File: config.mk
export PLATFORM = sky130hd
export DESIGN_NAME = eccFaultStatus
export DESIGN_NICKNAME = d
export VERILOG_FILES = /design/src/rtl/eccStatPkg.sv /design/src/rtl/eccStatCtrl.sv /design/src/rtl/eccStatFlags.sv /design/src/rtl/eccFaultStatus.sv
export SDC_FILE = /design/constraint.sdc
export NUM_CORES = 1
export LEC_CHECK = 0
export ABC_AREA = 1
export BUFFER_PORTS_ARGS = -buffer_cell sky130_fd_sc_hd__buf_2
export CORE_AREA = 2 2 39 41
export DETAILED_ROUTE_END_ITERATION = 10
export DIE_AREA = 0 0 41 43
export PLACE_DENSITY_LB_ADDON = 0.3
export SYNTH_ARGS = -nofsm -noshare
export SYNTH_HDL_FRONTEND = slang
export SYNTH_SLANG_ARGS = --single-unit
File: constraint.sdc
create_clock -name clk -period 0.8 [get_ports clk]
set_input_delay 0 -clock clk [delete_from_list [all_inputs] [get_ports clk]]
set_output_delay 0 -clock clk [all_outputs]
set_load 0.02 [all_outputs]
File: src/rtl/eccStatPkg.sv
package eccStatPkg;

  // Strobes from the control stage to the flag datapath for one edge.
  typedef struct packed {
    logic setSgl;
    logic setDbl;
    logic clrSgl;
    logic clrDbl;
  } flagStrb_t;

  localparam int NUM_FLAGS = 2;

endpackage

File: src/rtl/eccStatCtrl.sv
module eccStatCtrl
  import eccStatPkg::*;
#(
  parameter int DATA_W  = 8,
  parameter int SGL_POS = 0,
  parameter int DBL_POS = 1
) (
  input  logic              clk,
  input  logic              rstN,
  input  logic              rdValid,
  input  logic              sglFault,
  input  logic              dblFault,
  input  logic              cmdBusy,
  input  logic              ignoreSgl,
  input  logic              regWrEn,
  input  logic [DATA_W-1:0] regWrData,
  output flagStrb_t         strb
);

  logic collide, genuine;
  logic evSgl, evDbl;
  logic pendSgl, pendDbl;
  logic unusedWrBits;

  assign collide = rdValid & cmdBusy;
  assign genuine = rdValid & ~cmdBusy;

  // Classify the read. The double fault has priority, and a collision marks both.
  assign evDbl = collide | (genuine & dblFault);
  assign evSgl = collide | (genuine & sglFault & ~dblFault & ~ignoreSgl);

  // One-cycle pending stage: the result reaches the flags one edge later.
  always_ff @(posedge clk or negedge rstN) begin
    if (!rstN) begin
      pendSgl <= 1'b0;
      pendDbl <= 1'b0;
    end else begin
      pendSgl <= evSgl;
      pendDbl <= evDbl;
    end
  end

  always_comb begin
    strb.setSgl = pendSgl;
    strb.setDbl = pendDbl;
    strb.clrSgl = regWrEn & regWrData[SGL_POS];
    strb.clrDbl = regWrEn & regWrData[DBL_POS];
  end

  assign unusedWrBits = ^regWrData;


  genuine_excl_chk: assert property (@(posedge clk) disable iff (!rstN)
    (rdValid && !cmdBusy) |=> !(strb.setSgl && strb.setDbl));


  collide_both_chk: assert property (@(posedge clk) disable iff (!rstN)
    (rdValid && cmdBusy) |=> (strb.setSgl && strb.setDbl));


  ignore_sgl_chk: assert property (@(posedge clk) disable iff (!rstN)
    (rdValid && !cmdBusy && ignoreSgl) |=> !strb.setSgl);


  no_read_chk: assert property (@(posedge clk) disable iff (!rstN)
    !rdValid |=> !(strb.setSgl || strb.setDbl));

endmodule

File: src/rtl/eccStatFlags.sv
module eccStatFlags
  import eccStatPkg::*;
#(
  parameter int DATA_W  = 8,
  parameter int SGL_POS = 0,
  parameter int DBL_POS = 1
) (
  input  logic              clk,
  input  logic              rstN,
  input  flagStrb_t         strb,
  input  logic              sglIntEn,
  input  logic              dblIntEn,
  output logic [DATA_W-1:0] regRdData,
  output logic              sglIrq,
  output logic              dblIrq
);

  logic [NUM_FLAGS-1:0] setV, clrV, enV, flagQ;

  assign setV = {strb.setDbl, strb.setSgl};
  assign clrV = {strb.clrDbl, strb.clrSgl};
  assign enV  = {dblIntEn, sglIntEn};

  for (genvar g = 0; g < NUM_FLAGS; g++) begin : gFlag
    // A set overrides a clear at the same edge.
    always_ff @(posedge clk or negedge rstN) begin
      if (!rstN)        flagQ[g] <= 1'b0;
      else if (setV[g]) flagQ[g] <= 1'b1;
      else if (clrV[g]) flagQ[g] <= 1'b0;
    end


    set_wins_chk: assert property (@(posedge clk) disable iff (!rstN)
      setV[g] |=> flagQ[g]);


    clear_drops_chk: assert property (@(posedge clk) disable iff (!rstN)
      (clrV[g] && !setV[g]) |=> !flagQ[g]);


    hold_flag_chk: assert property (@(posedge clk) disable iff (!rstN)
      (!clrV[g] && !setV[g]) |=> $stable(flagQ[g]));
  end

  always_comb begin
    regRdData          = '0;
    regRdData[SGL_POS] = flagQ[0];
    regRdData[DBL_POS] = flagQ[1];
  end

  assign sglIrq = flagQ[0] & enV[0];
  assign dblIrq = flagQ[1] & enV[1];

endmodule

File: src/rtl/eccFaultStatus.sv
module eccFaultStatus
  import eccStatPkg::*;
#(
  parameter int DATA_W  = 8,
  parameter int SGL_POS = 0,
  parameter int DBL_POS = 1
) (
  input  logic              clk,
  input  logic              rstN,
  input  logic              rdValid,
  input  logic              sglFault,
  input  logic              dblFault,
  input  logic              cmdBusy,
  input  logic              ignoreSgl,
  input  logic              regWrEn,
  input  logic [DATA_W-1:0] regWrData,
  output logic [DATA_W-1:0] regRdData,
  input  logic              sglIntEn,
  input  logic              dblIntEn,
  output logic              sglIrq,
  output logic              dblIrq
);

  flagStrb_t strb;

  eccStatCtrl #(.DATA_W(DATA_W), .SGL_POS(SGL_POS), .DBL_POS(DBL_POS)) uCtrl (
    .clk       (clk),
    .rstN      (rstN),
    .rdValid   (rdValid),
    .sglFault  (sglFault),
    .dblFault  (dblFault),
    .cmdBusy   (cmdBusy),
    .ignoreSgl (ignoreSgl),
    .regWrEn   (regWrEn),
    .regWrData (regWrData),
    .strb      (strb)
  );

  eccStatFlags #(.DATA_W(DATA_W), .SGL_POS(SGL_POS), .DBL_POS(DBL_POS)) uFlags (
    .clk       (clk),
    .rstN      (rstN),
    .strb      (strb),
    .sglIntEn  (sglIntEn),
    .dblIntEn  (dblIntEn),
    .regRdData (regRdData),
    .sglIrq    (sglIrq),
    .dblIrq    (dblIrq)
  );


  rise_latency_chk: assert property (@(posedge clk) disable iff (!rstN)
    ($rose(regRdData[SGL_POS]) || $rose(regRdData[DBL_POS])) |-> $past(rdValid, 2));

endmodule

==> flow_summary.json, run 1 <==
{
  "hold_viol": 0,
  "die_h_microns": 43,
  "fin_nets": 70,
  "synth_cell_types": 7,
  "drcViolationCount": 0,
  "fin_worst_skew_ps": 0.357,
  "grt_pass1_wl_microns": 738,
  "slew_violations": 0,
  "grt_pass1_vias": 217,
  "grt.total_usage_pct": 7.16,
  "ys_seq_area_share_pct": 44.2,
  "place.gp.congestion": 0.599,
  "syn_area_sq_um": 226,
  "drt_pre_antenna_iters": 2,
  "fill_cells": 165,
  "drv_cap": 0,
  "fin_util_pct": 26.0,
  "violations": "setup timing",
  "critPathCaptureType": "output pin",
  "die_w_microns": 41,
  "wirelength_microns": 422,
  "grt_antenna_before_repair": 0,
  "p_int_uw": 456,
  "hp-class": "input pin to register",
  "cts.sinks": 4,
  "status": "finished, violations left",
  "syn_to_final_growth_pct": 59.1,
  "leakage_uw": 0.000222,
  "start_util_pct": 16.4,
  "period_needed_ps": 838,
  "fmax_ghz": 1.19,
  "fin_crit_sh_pct": 105,
  "drt_first_iter_violations": 1,
  "cp.arrival_ps": 840,
  "r2r_start": "uFlags.regRdData[0]$_DFFE_PN0P_",
  "io_pins": 28,
  "peakVddDrop_mv": 0.636,
  "whs_ps": 3.08,
  "cp-start-kind": "register",
  "cts_buffer_depth": 2,
  "setup_violations": 2,
  "grt_max_degree": 5,
  "insertion_delay_ps": 240,
  "post_cts.repair.setup_buffers": 0,
  "cp_max_fo": 3,
  "crit_type": "register to output pin",
  "final_common_cell": "buf_2",
  "seqPwrFrac_pct": 36.1,
  "grt_overflow": 0,
  "clk_pin_slew_worst_paths_ps": 40,
  "crit_chain": "nand2_1 -> inv_1 -> buf_6",
  "switching_share_pct": 28.4,
  "rsz0062_at_grt": "true",
  "clockPowerShare_pct": 39.3,
  "vias": 227,
  "layout-drive-gt1-share_pct": 38.0,
  "slowest_delay_ps": 380,
  "wire_per_inst_microns": 6.39,
  "critPathSlowestCell": "dfrtp_1",
  "fin_tns_setup_ps": -72.3,
  "dp_hpwl_microns": 336,
  "power_density_nw_per_um2": 1770,
  "synth_seq_cells": 4,
  "setup_slack_ps": -37.6,
  "ant_nets": 0,
  "antennaDiodeCount": 0,
  "crit_start": "uFlags.regRdData[0]$_DFFE_PN0P_",
  "vias_per_cell": 3.44,
  "cp.required_ps": 800,
  "htree_num_levels": 1,
  "postSynthCellCount": 30,
  "cts_buffers": 3,
  "port_buffers": 15,
  "p_sw_uw": 181,
  "pwr-share-comb_pct": 24.6,
  "layout.cells.most_common_list": "buf_2, nand2_1, conb_1",
  "core_area_sq_um": 1380,
  "ys.warnings.count": 0,
  "die_area_sq_um": 1760,
  "cts-root-buf": "clkbuf_4",
  "rows": 14,
  "cts_tree": "built",
  "syn_area_per_cell_sq_um": 7.55,
  "worstHoldStart": "regWrData[1]"
}
[critical path, delay by kind of cell, from the launching register on]
| family | cells | cell delay, ps |
|---|---|---|
| DFF | 1 | 380 |
| and+or+nand+nor | 1 | 60 |
| buffers and inverters | 2 | 160 |
[routing by layer]
metal | vias to the layer above | wire [microns] | global-route usage [%]
met5 | - | 0 | 0
met4 | 0 | 10 | 6.00
met3 | 2 | 95 | 7.85
met2 | 21 | 182 | 9.69
met1 | 91 | 133 | 5.23
li1 | 113 | - | -
[path summary, 6_finish.rpt]
path                                                   end  slack (ps)  cells past startpoint
max                                                 sglIrq         -40                      3
min                        uFlags.regRdData[1]$_DFFE_PN0P_           3                      4
max reg2reg                uFlags.regRdData[0]$_DFFE_PN0P_         190                      2
min reg2reg                uFlags.regRdData[1]$_DFFE_PN0P_         420                      2
max in group asynchronous          uCtrl.pendDbl$_DFF_PN0_         590                      2
min in group asynchronous  uFlags.regRdData[1]$_DFFE_PN0P_         100                      2
[stage by stage]
step | total power (uW) | area, sq um | worst slack, ps | cells
floorplan | 333 | 245 | 111 | 35
global placement | 366 | 295 | 189 | 60
detailed placement | 367 | 295 | 177 | 60
CTS | 651 | 360 | -57.0 | 66
global route | 694 | 360 | -93.7 | 66
finish | 637 | 360 | -37.6 | 66
[Yosys cell counts]
master    n  area, sq um
buf_4     6         45.0
inv_1     5         18.8
conb_1    1         3.75
o21a_1    1         7.51
nand2_1  12         45.0
nor2_2    1         6.26
dfrtp_1   4          100
[power by group through the flow]
stage | registers, uW | logic [uW] | clock network, uW
6_report | 230 | 157 | 250
3_5_place_dp | 234 | 134 | 0
2_1_floorplan | 246 | 87.0 | 0
4_1_cts | 231 | 158 | 263
3_3_place_gp | 233 | 133 | 0
5_1_grt | 233 | 177 | 284
[area by class of cell]
cell class	count	area, sq um	area share (%)
flip-flops and latches	4	100	27.8
clock buffers	3	22.5	6.25
multi-input cells	20	81.3	22.6
well taps	16	20.0	5.56
repair buffers	18	118	32.6
inverters	5	18.8	5.21
[logic make-up (layout without fill, tap and decap cells)]
family	after synthesis	after routing	share of synthesized area (%)
buffers and inverters	11	26	28.2
other	1	6	1.66
flip-flops	4	4	44.2
AO/OA/AOI/OAI	1	1	3.32
AND/OR/NAND/NOR	13	13	22.7
[registers in the layout, summed over array words and instances, names as in the netlist]
register,cells
uFlags.regRdData,2
uCtrl.pendDbl,1
uCtrl.pendSgl,1
[timing repair]
action / 4_1_cts / 5_1_grt
hold buffers: 3 / 0
setup endpoints to repair: 2 / 4
resized for setup: 4 / 0
pin swaps: 2 / 0
endpoints found under the hold margin: 6 / 0
Note: power is estimated with default switching activity, not from simulation.
==> run 2, diff against run 1 <==
--- a/config.mk
+++ b/config.mk
@@ -6,10 +6,11 @@
 export NUM_CORES = 1
 export LEC_CHECK = 0
 export ABC_AREA = 1
-export BUFFER_PORTS_ARGS = -buffer_cell sky130_fd_sc_hd__buf_2
 export CORE_AREA = 2 2 39 41
+export CTS_CLUSTER_DIAMETER = 200
 export DETAILED_ROUTE_END_ITERATION = 10
 export DIE_AREA = 0 0 41 43
+export DONT_BUFFER_PORTS = 1
 export PLACE_DENSITY_LB_ADDON = 0.3
 export SYNTH_ARGS = -nofsm -noshare
 export SYNTH_HDL_FRONTEND = slang
==> constraint.sdc (replaced) <==
create_clock -name clk -period 0.8 [get_ports clk]
set_input_delay 0.12 -clock clk [delete_from_list [all_inputs] [get_ports clk]]
set_output_delay 0.12 -clock clk [all_outputs]
set_load 0.02 [all_outputs]
==> flow_summary.json, run 2 (synthesis results as in run 1) <==
{
  "largest_reg_flops": 2,
  "insertion_delay_ps": 230,
  "die_w_microns": 41,
  "power_density_nw_per_um2": 2120,
  "cts_buffers": 3,
  "violations": "setup timing",
  "leakage_uw": 0.000163,
  "grt_max_degree": 5,
  "fin_tns_setup_ps": -367,
  "grt_pass1_vias": 169,
  "fill_cells": 153,
  "drt_first_iter_violations": 1,
  "layout.cells.most_common_list": "nand2_1, conb_1, dfrtp_1",
  "wl_met1_microns": 130,
  "critPathCaptureType": "output pin",
  "drt_pre_antenna_iters": 2,
  "cp.arrival_ps": 780,
  "setup_slack_ps": -99.4,
  "start_util_pct": 16.4,
  "htree_num_levels": 1,
  "drcViolationCount": 0,
  "clk_pin_slew_worst_paths_ps": 40,
  "cp.required_ps": 680,
  "rsz0062_at_grt": "true",
  "core_area_sq_um": 1380,
  "die_h_microns": 43,
  "cts-root-buf": "clkbuf_4",
  "dp_hpwl_microns": 284,
  "drv_cap": 0,
  "wire_per_inst_microns": 6.67,
  "met2WireLength_microns": 121,
  "wirelength_microns": 347,
  "antennaDiodeCount": 0,
  "top_layer": "met3",
  "setup_violations": 4,
  "grt.total_usage_pct": 5.54,
  "hp-class": "input pin to register",
  "cp-start-kind": "register",
  "place.gp.congestion": 0.602,
  "vias": 177,
  "fmax_ghz": 1.11,
  "grt_pass1_wl_microns": 552,
  "whs_ps": 11.9,
  "rows": 14,
  "die_area_sq_um": 1760,
  "layout-drive-gt1-share_pct": 22.2,
  "period_needed_ps": 899,
  "ant_nets": 0,
  "post_cts.repair.setup_buffers": 0,
  "cts_buffer_depth": 2,
  "port_buffers": 0,
  "cp_max_fo": 3,
  "fin_util_pct": 20.3,
  "fin_crit_sh_pct": 112,
  "grt_overflow": 0,
  "cts_tree": "built",
  "peakVddDrop_mv": 0.701,
  "vias_per_cell": 3.40,
  "slew_violations": 0,
  "io_pins": 28,
  "grt_antenna_before_repair": 0,
  "syn_to_final_growth_pct": 24.3,
  "status": "finished, violations left",
  "cts.sinks": 4,
  "hold_viol": 0,
  "place_ws_ps": 123,
  "fin_nets": 56,
  "crit_type": "register to output pin",
  "wl_met3_microns": 95,
  "final_common_cell": "nand2_1",
  "fin_worst_skew_ps": 2.83
}
## run 2: cell types whose count changed in the layout (fill, tap and decap cells not counted), sizes merged
cell and change:
dlygate4sd3 -1, buf -13
## run 2: path summary, 6_finish.rpt
kind	start	endpoint	slack, ps	cells after the start
worst max-delay path	uFlags.regRdData[0]$_DFFE_PN0P_	sglIrq	-100	2
worst min-delay path	cmdBusy	uCtrl.pendDbl$_DFF_PN0_	10	1
worst max register to register	uFlags.regRdData[0]$_DFFE_PN0P_	uFlags.regRdData[0]$_DFFE_PN0P_	180	2
worst min register to register	uCtrl.pendDbl$_DFF_PN0_	uFlags.regRdData[1]$_DFFE_PN0P_	420	2
max in group asynchronous	rstN	uCtrl.pendDbl$_DFF_PN0_	480	1
min in group asynchronous	rstN	uFlags.regRdData[0]$_DFFE_PN0P_	160	1
## run 2: layout make-up
class / count / area (sq um) / share of cell area (%)
clock buffer: 3 / 22.5 / 8.00
inverter: 5 / 18.8 / 6.67
multi-input combinational: 20 / 81.3 / 28.9
sequential: 4 / 100 / 35.6
tap: 16 / 20.0 / 7.11
timing repair buffer: 4 / 38.8 / 13.8
## run 2: where the power goes
group	internal [uW]	total, uW	switching [uW]
Clock	168	247	79.3
Sequential	221	232	10.5
Combinational	39.7	117	77.3
## run 2: metrics by stage
step | total power, uW | instances | area, sq um
6_report | 595 | 52 | 282
5_1_grt | 645 | 52 | 282
4_1_cts | 615 | 52 | 282
3_5_place_dp | 335 | 47 | 235
3_3_place_gp | 334 | 47 | 235
2_1_floorplan | 333 | 35 | 245
## run 2: per-layer routing
metal,global-route usage (%),up-vias
li1,-,86
met1,3.90,70
met2,6.88,21
met3,9.42,0
met4,2.00,0
met5,0,-
## run 2: what timing repair did
item,in CTS,in global routing
gates resized for setup,3,0
endpoints found under the hold margin,5,0
pin swaps,1,1
endpoints found under the setup margin,4,4
hold buffers,2,0
## run 2: critical path, stage by stage, from the launching register on
cell and delay (ps):
dfrtp_1 370, nand2_1 80, inv_2 100
